## config.mk

```make
export PLATFORM = sky130hd
export DESIGN_NAME = bus_recover_seq
export DESIGN_NICKNAME = d
export VERILOG_FILES = /design/src/rtl/recov_pkg.sv /design/src/rtl/recov_half_timer.sv /design/src/rtl/recov_pulse_count.sv /design/src/rtl/bus_recover_seq.sv
export SDC_FILE = /design/constraint.sdc
export NUM_CORES = 1
export LEC_CHECK = 0
export ABC_AREA = 1
export BUFFER_PORTS_ARGS = -buffer_cell sky130_fd_sc_hd__clkbuf_2
export CORE_UTILIZATION = 57
export DETAILED_ROUTE_END_ITERATION = 10
export GPL_ROUTABILITY_DRIVEN = 1
export PLACE_DENSITY_LB_ADDON = 0.08
export SETUP_SLACK_MARGIN = 0.05
export SKIP_CTS_REPAIR_TIMING = 1
export SYNTH_ARGS = -nofsm -noshare
export SYNTH_HDL_FRONTEND = slang
export SYNTH_HIERARCHICAL = 1
export SYNTH_SLANG_ARGS = --single-unit
export TNS_END_PERCENT = 20
```

## constraint.sdc

```tcl
create_clock -name clk -period 6.3 [get_ports clk]
set_input_delay 0.63 -clock clk [delete_from_list [all_inputs] [get_ports clk]]
set_output_delay 0.63 -clock clk [all_outputs]
set_load 0.02 [all_outputs]
```

## src/rtl/recov_pkg.sv

```systemverilog
package recov_pkg;

    // Each state lasts one half-period, except DONE, which lasts one cycle.
    typedef enum logic [3:0] {
        ST_IDLE,
        ST_PRE,
        ST_START1,
        ST_HOLD,
        ST_CLK_LOW,
        ST_CLK_HIGH,
        ST_START2,
        ST_STOP_LOW,
        ST_STOP_HIGH,
        ST_STOP_REL,
        ST_DONE
    } recov_state_t;

    // Pull-enable pair driven toward the pads (1 pulls the line low).
    typedef struct packed {
        logic scl_pull;
        logic sda_pull;
    } line_pull_t;

endpackage

```

## src/rtl/recov_half_timer.sv

```systemverilog
// Half-period timer. It restarts whenever run_i is low and raises tick_o
// on the last cycle of each half-period while running.
module recov_half_timer #(
    parameter int HALF_CYC = 8
) (
    input  logic clk,
    input  logic rst_n,
    input  logic run_i,
    output logic tick_o
);
    localparam int CW = (HALF_CYC > 1) ? $clog2(HALF_CYC) : 1;
    localparam logic [CW-1:0] LAST = CW'(HALF_CYC - 1);

    logic [CW-1:0] cnt_q;

    assign tick_o = run_i && (cnt_q == LAST);

    always_ff @(posedge clk or negedge rst_n) begin
        if (!rst_n) begin
            cnt_q <= '0;
        end else if (!run_i || tick_o) begin
            cnt_q <= '0;
        end else begin
            cnt_q <= cnt_q + 1'b1;
        end
    end
endmodule

```

## src/rtl/recov_pulse_count.sv

```systemverilog
// Counts the completed dummy clock high phases and flags the final one.
module recov_pulse_count #(
    parameter int NUM_PULSES = 9
) (
    input  logic clk,
    input  logic rst_n,
    input  logic clr_i,
    input  logic step_i,
    output logic last_o
);
    localparam int PW = (NUM_PULSES > 1) ? $clog2(NUM_PULSES) : 1;
    localparam logic [PW-1:0] FINAL = PW'(NUM_PULSES - 1);

    logic [PW-1:0] cnt_q;

    assign last_o = (cnt_q == FINAL);

    always_ff @(posedge clk or negedge rst_n) begin
        if (!rst_n) begin
            cnt_q <= '0;
        end else if (clr_i) begin
            cnt_q <= '0;
        end else if (step_i && !last_o) begin
            cnt_q <= cnt_q + 1'b1;
        end
    end
endmodule

```

## src/rtl/bus_recover_seq.sv

```systemverilog
// Two-wire bus recovery sequencer: start, dummy clock train, start, stop.
module bus_recover_seq
    import recov_pkg::*;
#(
    parameter int HALF_CYC   = 8,
    parameter int NUM_PULSES = 9
) (
    input  logic clk,
    input  logic rst_n,
    input  logic req_i,
    output logic scl_pull_o,
    output logic sda_pull_o,
    output logic busy_o,
    output logic done_o
);
    recov_state_t st_q, st_d;
    line_pull_t   pull;
    logic         run;
    logic         tick;
    logic         last_pulse;
    logic         pulse_step;
    logic         pulse_clr;

    // The timer runs in every state that lasts a half-period.
    assign run        = (st_q != ST_IDLE) && (st_q != ST_DONE);
    assign pulse_step = tick && (st_q == ST_CLK_HIGH);
    assign pulse_clr  = (st_q == ST_IDLE);

    recov_half_timer #(.HALF_CYC(HALF_CYC)) u_tmr (
        .clk    (clk),
        .rst_n  (rst_n),
        .run_i  (run),
        .tick_o (tick)
    );

    recov_pulse_count #(.NUM_PULSES(NUM_PULSES)) u_cnt (
        .clk    (clk),
        .rst_n  (rst_n),
        .clr_i  (pulse_clr),
        .step_i (pulse_step),
        .last_o (last_pulse)
    );

    // Next-state logic.
    always_comb begin
        st_d = st_q;
        unique case (st_q)
            ST_IDLE:      if (req_i) st_d = ST_PRE;
            ST_PRE:       if (tick)  st_d = ST_START1;
            ST_START1:    if (tick)  st_d = ST_HOLD;
            ST_HOLD:      if (tick)  st_d = ST_CLK_LOW;
            ST_CLK_LOW:   if (tick)  st_d = ST_CLK_HIGH;
            ST_CLK_HIGH:  if (tick)  st_d = last_pulse ? ST_START2 : ST_CLK_LOW;
            ST_START2:    if (tick)  st_d = ST_STOP_LOW;
            ST_STOP_LOW:  if (tick)  st_d = ST_STOP_HIGH;
            ST_STOP_HIGH: if (tick)  st_d = ST_STOP_REL;
            ST_STOP_REL:  if (tick)  st_d = ST_DONE;
            ST_DONE:                 st_d = ST_IDLE;
            default:                 st_d = ST_IDLE;
        endcase
    end

    // State register.
    always_ff @(posedge clk or negedge rst_n) begin
        if (!rst_n) begin
            st_q <= ST_IDLE;
        end else begin
            st_q <= st_d;
        end
    end

    // Moore outputs: line pulls and flags follow the state alone.
    always_comb begin
        pull   = '{scl_pull: 1'b0, sda_pull: 1'b0};
        busy_o = 1'b1;
        done_o = 1'b0;
        unique case (st_q)
            ST_IDLE:      busy_o = 1'b0;
            ST_PRE:       ;
            ST_START1:    pull.sda_pull = 1'b1;
            ST_HOLD:      pull = '{scl_pull: 1'b1, sda_pull: 1'b1};
            ST_CLK_LOW:   pull.scl_pull = 1'b1;
            ST_CLK_HIGH:  ;
            ST_START2:    pull.sda_pull = 1'b1;
            ST_STOP_LOW:  pull = '{scl_pull: 1'b1, sda_pull: 1'b1};
            ST_STOP_HIGH: pull.sda_pull = 1'b1;
            ST_STOP_REL:  ;
            ST_DONE:      done_o = 1'b1;
            default:      busy_o = 1'b0;
        endcase
    end

    assign scl_pull_o = pull.scl_pull;
    assign sda_pull_o = pull.sda_pull;
endmodule

```

; ---- Word-level counts from Yosys, hierarchy flattened
; Cells that the tools add are included.
[totals]
register_bits = 11
inputBits = 3
output_inout_bits = 4
word_cells = 61
[classes]
add_sub_neg = 2
n_eq_ne = 23
n_mux = 19
reduce_logical = 14
[ops]
columns = op, count
row1 = two-way mux 4 bit, 12
row2 = one-hot mux 4 bit (10 select lines), 1
row3 = "!= test 2 bit, second input constant", 10
row4 = "== test 4 x 3 -> 1 bit, second input constant", 4
row5 = "== test 4 bit, second input constant", 4
row6 = AND reduction 10 bit, 1
row7 = OR reduction 10 bit, 1
row8 = "== test 4 x 2 -> 1 bit, second input constant", 2
row9 = OR reduction 5 bit, 1
row10 = "adder 4 x 1 -> 4 bit, second input constant", 1
row11 = "== test 4 x 1 -> 1 bit, second input constant", 1
row12 = logical AND 1 bit, 4
row13 = logical NOT 4 bit, 1
row14 = two-way mux 1 bit, 4
row15 = "!= test 4 bit, second input constant", 1
row16 = nonzero test 4 bit, 1
row17 = "adder 3 x 1 -> 3 bit, second input constant", 1
row18 = "== test 3 bit, second input constant", 1
row19 = two-way mux 3 bit, 1
row20 = OR reduction 3 bit, 1
row21 = logical NOT 1 bit, 2
row22 = two-way mux 2 bit, 1
row23 = nonzero test 2 bit, 1
row24 = logical OR 1 bit, 1

; ---- Longest topological paths before layout
[logic_depth]
ltp_word = 7
depth_mapped = 13
ltp_nobuf = 13

; ---- Hierarchy
; Netlist, hierarchy kept.
[by_module_without_submodules]
columns = mod, instances, cells_each, area_per_inst_um2, seq_area_each_um2
row1 = bus_recover_seq, 1, 70, 410.4, 100.1
row2 = recov_pulse_count, 1, 29, 229.0, 100.1
row3 = recov_half_timer, 1, 14, 136.4, 75.1

; ---- Worst setup path before layout
; OpenSTA, ideal clock, no wires.
[synth_timing]
path_type = reg2reg
start = register st_q[1]
end = register st_q[3]
setup_ns = 0.117
arrival_time_ns = 2.104
setup_slack_ns = 4.079
stages_incl_launch_ff = 12
path_buffers = 0
path_cell_list = dfrtp_1 inv_1 nor4_1 nor2_1 nand2_1 inv_1 inv_1 nand3_1 nor2_1 nor2_4 nand3_1 nand2_1
[synth_via]
elab_chain_len = 5
elab_cells_between_ends = 26
classes_between = eq/ne (20) / mux (1) / reduce/logical (5)
[synth_rtl]
columns = item, line_no
row1 = start: declaration, bus_recover_seq.sv:16  ; recov_state_t st_q, st_d;
row2 = start signal: assignment, bus_recover_seq.sv:68  ; st_q <= st_d;
row3 = != test 4 bit / nonzero test 4 bit (equally long branches), bus_recover_seq.sv:25  ; assign run = (st_q != ST_IDLE) && (st_q != ST_DONE);
row4 = logical AND 1 bit (*), bus_recover_seq.sv:25
row5 = via run, bus_recover_seq.sv:18  ; logic run;
row6 = logical AND 1 bit (*), recov_half_timer.sv:16  ; assign tick_o = run_i && (cnt_q == LAST);
row7 = via tick, bus_recover_seq.sv:19  ; logic tick;
row8 = != test 2 bit (no source line), --
row9 = AND reduction 10 bit (no source line) (*), --
; Mark *: on every way through the listed nets, which the timed path passes. The rest lies on a longest branch.
; A chain may end at the register's enable or synchronous reset.

; ---- Worst setup path in the final report
[layout_timing]
start = register st_q[3]
end = register u_cnt.cnt_q[3]
[layout_via]
elab_cells_between_ends = 10
classes_between = eq/ne (2) / mux (1) / reduce/logical (7)
[layout_rtl]
columns = item, line_no
row1 = logical NOT 4 bit (*), bus_recover_seq.sv:27  ; assign pulse_clr = (st_q == ST_IDLE);
row2 = via pulse_clr, bus_recover_seq.sv:22  ; logic pulse_clr;
row3 = two-way mux 4 bit / nonzero test 2 bit (equally long branches), --
row4 = end signal: assignment, recov_pulse_count.sv:24  ; cnt_q <= cnt_q + 1'b1;
row5 = end: declaration, recov_pulse_count.sv:14  ; logic [PW-1:0] cnt_q;
; Marks and branches as above.

==> flow_summary.json <==
{
  "post-place-ws_ps": 3940,
  "clockBufferDepth": 2,
  "vias_per_cell": 5.23,
  "core_mm2": 0.00119,
  "area_growth_pct": 9.52,
  "post_synth_mux_area_share_pct": 0,
  "endpoint_kind": "flip-flop",
  "hold_path_class": "primary input to async pin",
  "drt_wl_total_um": 1570,
  "synth_top_area_share_pct": 35.5,
  "layout-drive-gt1-share_pct": 14.6,
  "antenna_cells": 0,
  "critPathSlowestCell": "nor4_1",
  "synth_top_family_by_area": "simple AND/OR/NAND/NOR gates",
  "setup_viol": 0,
  "p_leak_nw": 0.482,
  "worstSetupPathType": "flip-flop to flip-flop",
  "ys_seq_elements": 11,
  "hold_ws_ps": 224,
  "timing.fmax_mhz": 419,
  "dieArea_mm2": 0.00151,
  "crit_required_ps": 6500,
  "numCtsBuffers": 3,
  "synthAdderAreaFrac_pct": 6.45,
  "powerDensity_mw_per_mm2": 456,
  "ys_async_sr_fraction_pct": 100,
  "drt-pass1-iter-count": 4,
  "slowest_delay_ps": 690,
  "yosys_warnings": 6,
  "portBuffers": 6,
  "post-route-drc-count": 0,
  "yosysSeqAreaShare_pct": 35.5,
  "place_congestion": 0.961,
  "finClkSkew_ps": 2.85,
  "grt-ovfl-total": 0,
  "tightest_slew_ps": 804,
  "initial_core_util_pct": 65.4,
  "final_antenna_net_count": 0,
  "synthTopCellsByArea": "dfrtp_1, nand2_1, nand3_1",
  "cts.sinks": 11,
  "cts_root_buf": "clkbuf_4",
  "nets": 131,
  "min_period_ps": 2390,
  "arrival_ps": 2590,
  "grtUsageTotal_pct": 27.0,
  "slew_viol_final": 0,
  "maxCapViolCount": 0,
  "grt_pass1_vias": 629,
  "synth_most_common_cell": "nand2_1",
  "cp_cell_sequence": "nor2_1 > nand2_1 > inv_1 > nor2_1 > nand2_1 > inv_1 > inv_1 > nor4_1 > nand4_1 > nand2_1 > nand2_1 > nor2_1",
  "relSlewSlack_pct": 45.9,
  "cpMostUsedCell": "nand2_1",
  "hold_viol": 0,
  "finalCritPeriodShare_pct": 37.9,
  "synth_nets": 120,
  "wl_per_cell_um": 11.5,
  "status": "finished, final reports clean",
  "synthTopCellsByCount": "nand2_1, nor2_1, inv_1, nand3_1, dfrtp_1",
  "cts_tree": "yes",
  "grt_max_degree": 12,
  "syn_area_um2": 776,
  "post-dp-hpwl_um": 1290,
  "grt_pass1_wl_um": 2720,
  "ir_worst_vdd_mv": 0.303,
  "synth_edf_count": 0,
  "first_iter_violations": 19,
  "rsz0062_at_grt": "no",
  "clock_latency_ps": 270,
  "synth_cells": 113,
  "clkSlewWorstSetupHoldPaths_ps": 70,
  "die_h_um": 38.9,
  "ys.flop_type": "dfrtp_1",
  "synthDistinctLibCells": 18,
  "timing.final.ws_setup_ps": 3910,
  "ios": 7,
  "synthSimpleGateAreaFrac_pct": 44.7,
  "h-tree-depth": 1,
  "total_power_w": 0.000387,
  "synth-xor-area-share_pct": 0,
  "vias": 716,
  "tns_ps": 0,
  "syn_area_per_cell_um2": 6.86,
  "synth_compound_area_share_pct": 4.68,
  "fillers": 110,
  "fp.dieW_um": 38.9,
  "start_kind": "flip-flop",
  "utilization_pct": 71.6,
  "path_max_fanout": 8,
  "synth_top_cell_by_area": "dfrtp_1",
  "antenna_found_initial": 0,
  "row_count": 12
}
[state kept, by name, indices dropped and copies added, names as in the netlist]
register / cells
u_tmr/cnt_q: 3
st_q: 4
u_cnt/cnt_q: 4
[critical path: cells and delay by family, from the launching register on]
family | cells | cell delay, ps
simple gates | 9 | 1620
buf+inv | 3 | 210
flops | 1 | 480
[per-stage QoR]
step,cell area (um^2),cells
floorplan,776,113
global placement,823,133
detailed placement,823,133
CTS,850,137
global route,850,137
finish,850,137
[path summary, 6_finish.rpt]
kind / startpoint / endpoint / slack (ps) / depth (start not counted)
max: st_q[3] / u_cnt/cnt_q[3] / 3910 / 12
min: rst_n / st_q[3] / 220 / 1
max reg2reg: st_q[3] / u_cnt/cnt_q[3] / 3910 / 12
min reg2reg: u_tmr/cnt_q[0] / u_tmr/cnt_q[0] / 440 / 1
max in group asynchronous: rst_n / u_tmr/cnt_q[2] / 5860 / 1
min in group clk: u_tmr/cnt_q[0] / u_tmr/cnt_q[0] / 440 / 1
[cell families after synthesis]
family | after synthesis
adders and majority gates | 4
DFF | 11
and+or+nand+nor | 73
AOI/OAI and AO/OA | 7
buffers and inverters | 18
[placed cells by master (no fill, tap or decap), drive strengths merged, types with 2 or more instances in the layout]
| master | instances |
|---|---|
| nand2 | 32 |
| nor2 | 20 |
| inv | 18 |
| nand3 | 14 |
| dfrtp | 11 |
| clkbuf | 10 |
| o21ai | 4 |
| ha | 4 |
| nand4 | 3 |
| nor4 | 2 |
| nand3b | 2 |
| a21oi | 2 |
[per-layer routing]
| layer | wire, um | vias to the layer above | GRT usage, % |
|---|---|---|---|
| li1 | - | 383 | - |
| met1 | 775 | 315 | 38.7 |
| met2 | 709 | 16 | 39.6 |
| met3 | 75 | 2 | 6.94 |
| met4 | 12 | 0 | 7.76 |
| met5 | 0 | - | 0 |
[power by group]
part / switching (W) / internal, W / leakage [nW]
Sequential: 0.0000201 / 0.0000907 / 0.145
Combinational: 0.000156 / 0.0000736 / 0.322
Clock: 0.0000224 / 0.0000245 / 0.0150
Total: 0.000198 / 0.000189 / 0.482
[cell type report]
type / instances / area, um^2 / area share (%)
Inverter: 18 / 67.6 / 7.95
Clock buffer: 4 / 26.3 / 3.09
Multi-Input combinational cell: 84 / 433 / 51.0
Tap cell: 14 / 17.5 / 2.06
Timing Repair Buffer: 6 / 30.0 / 3.53
Sequential cell: 11 / 275 / 32.4
Note: power is estimated with default switching activity, not from simulation.
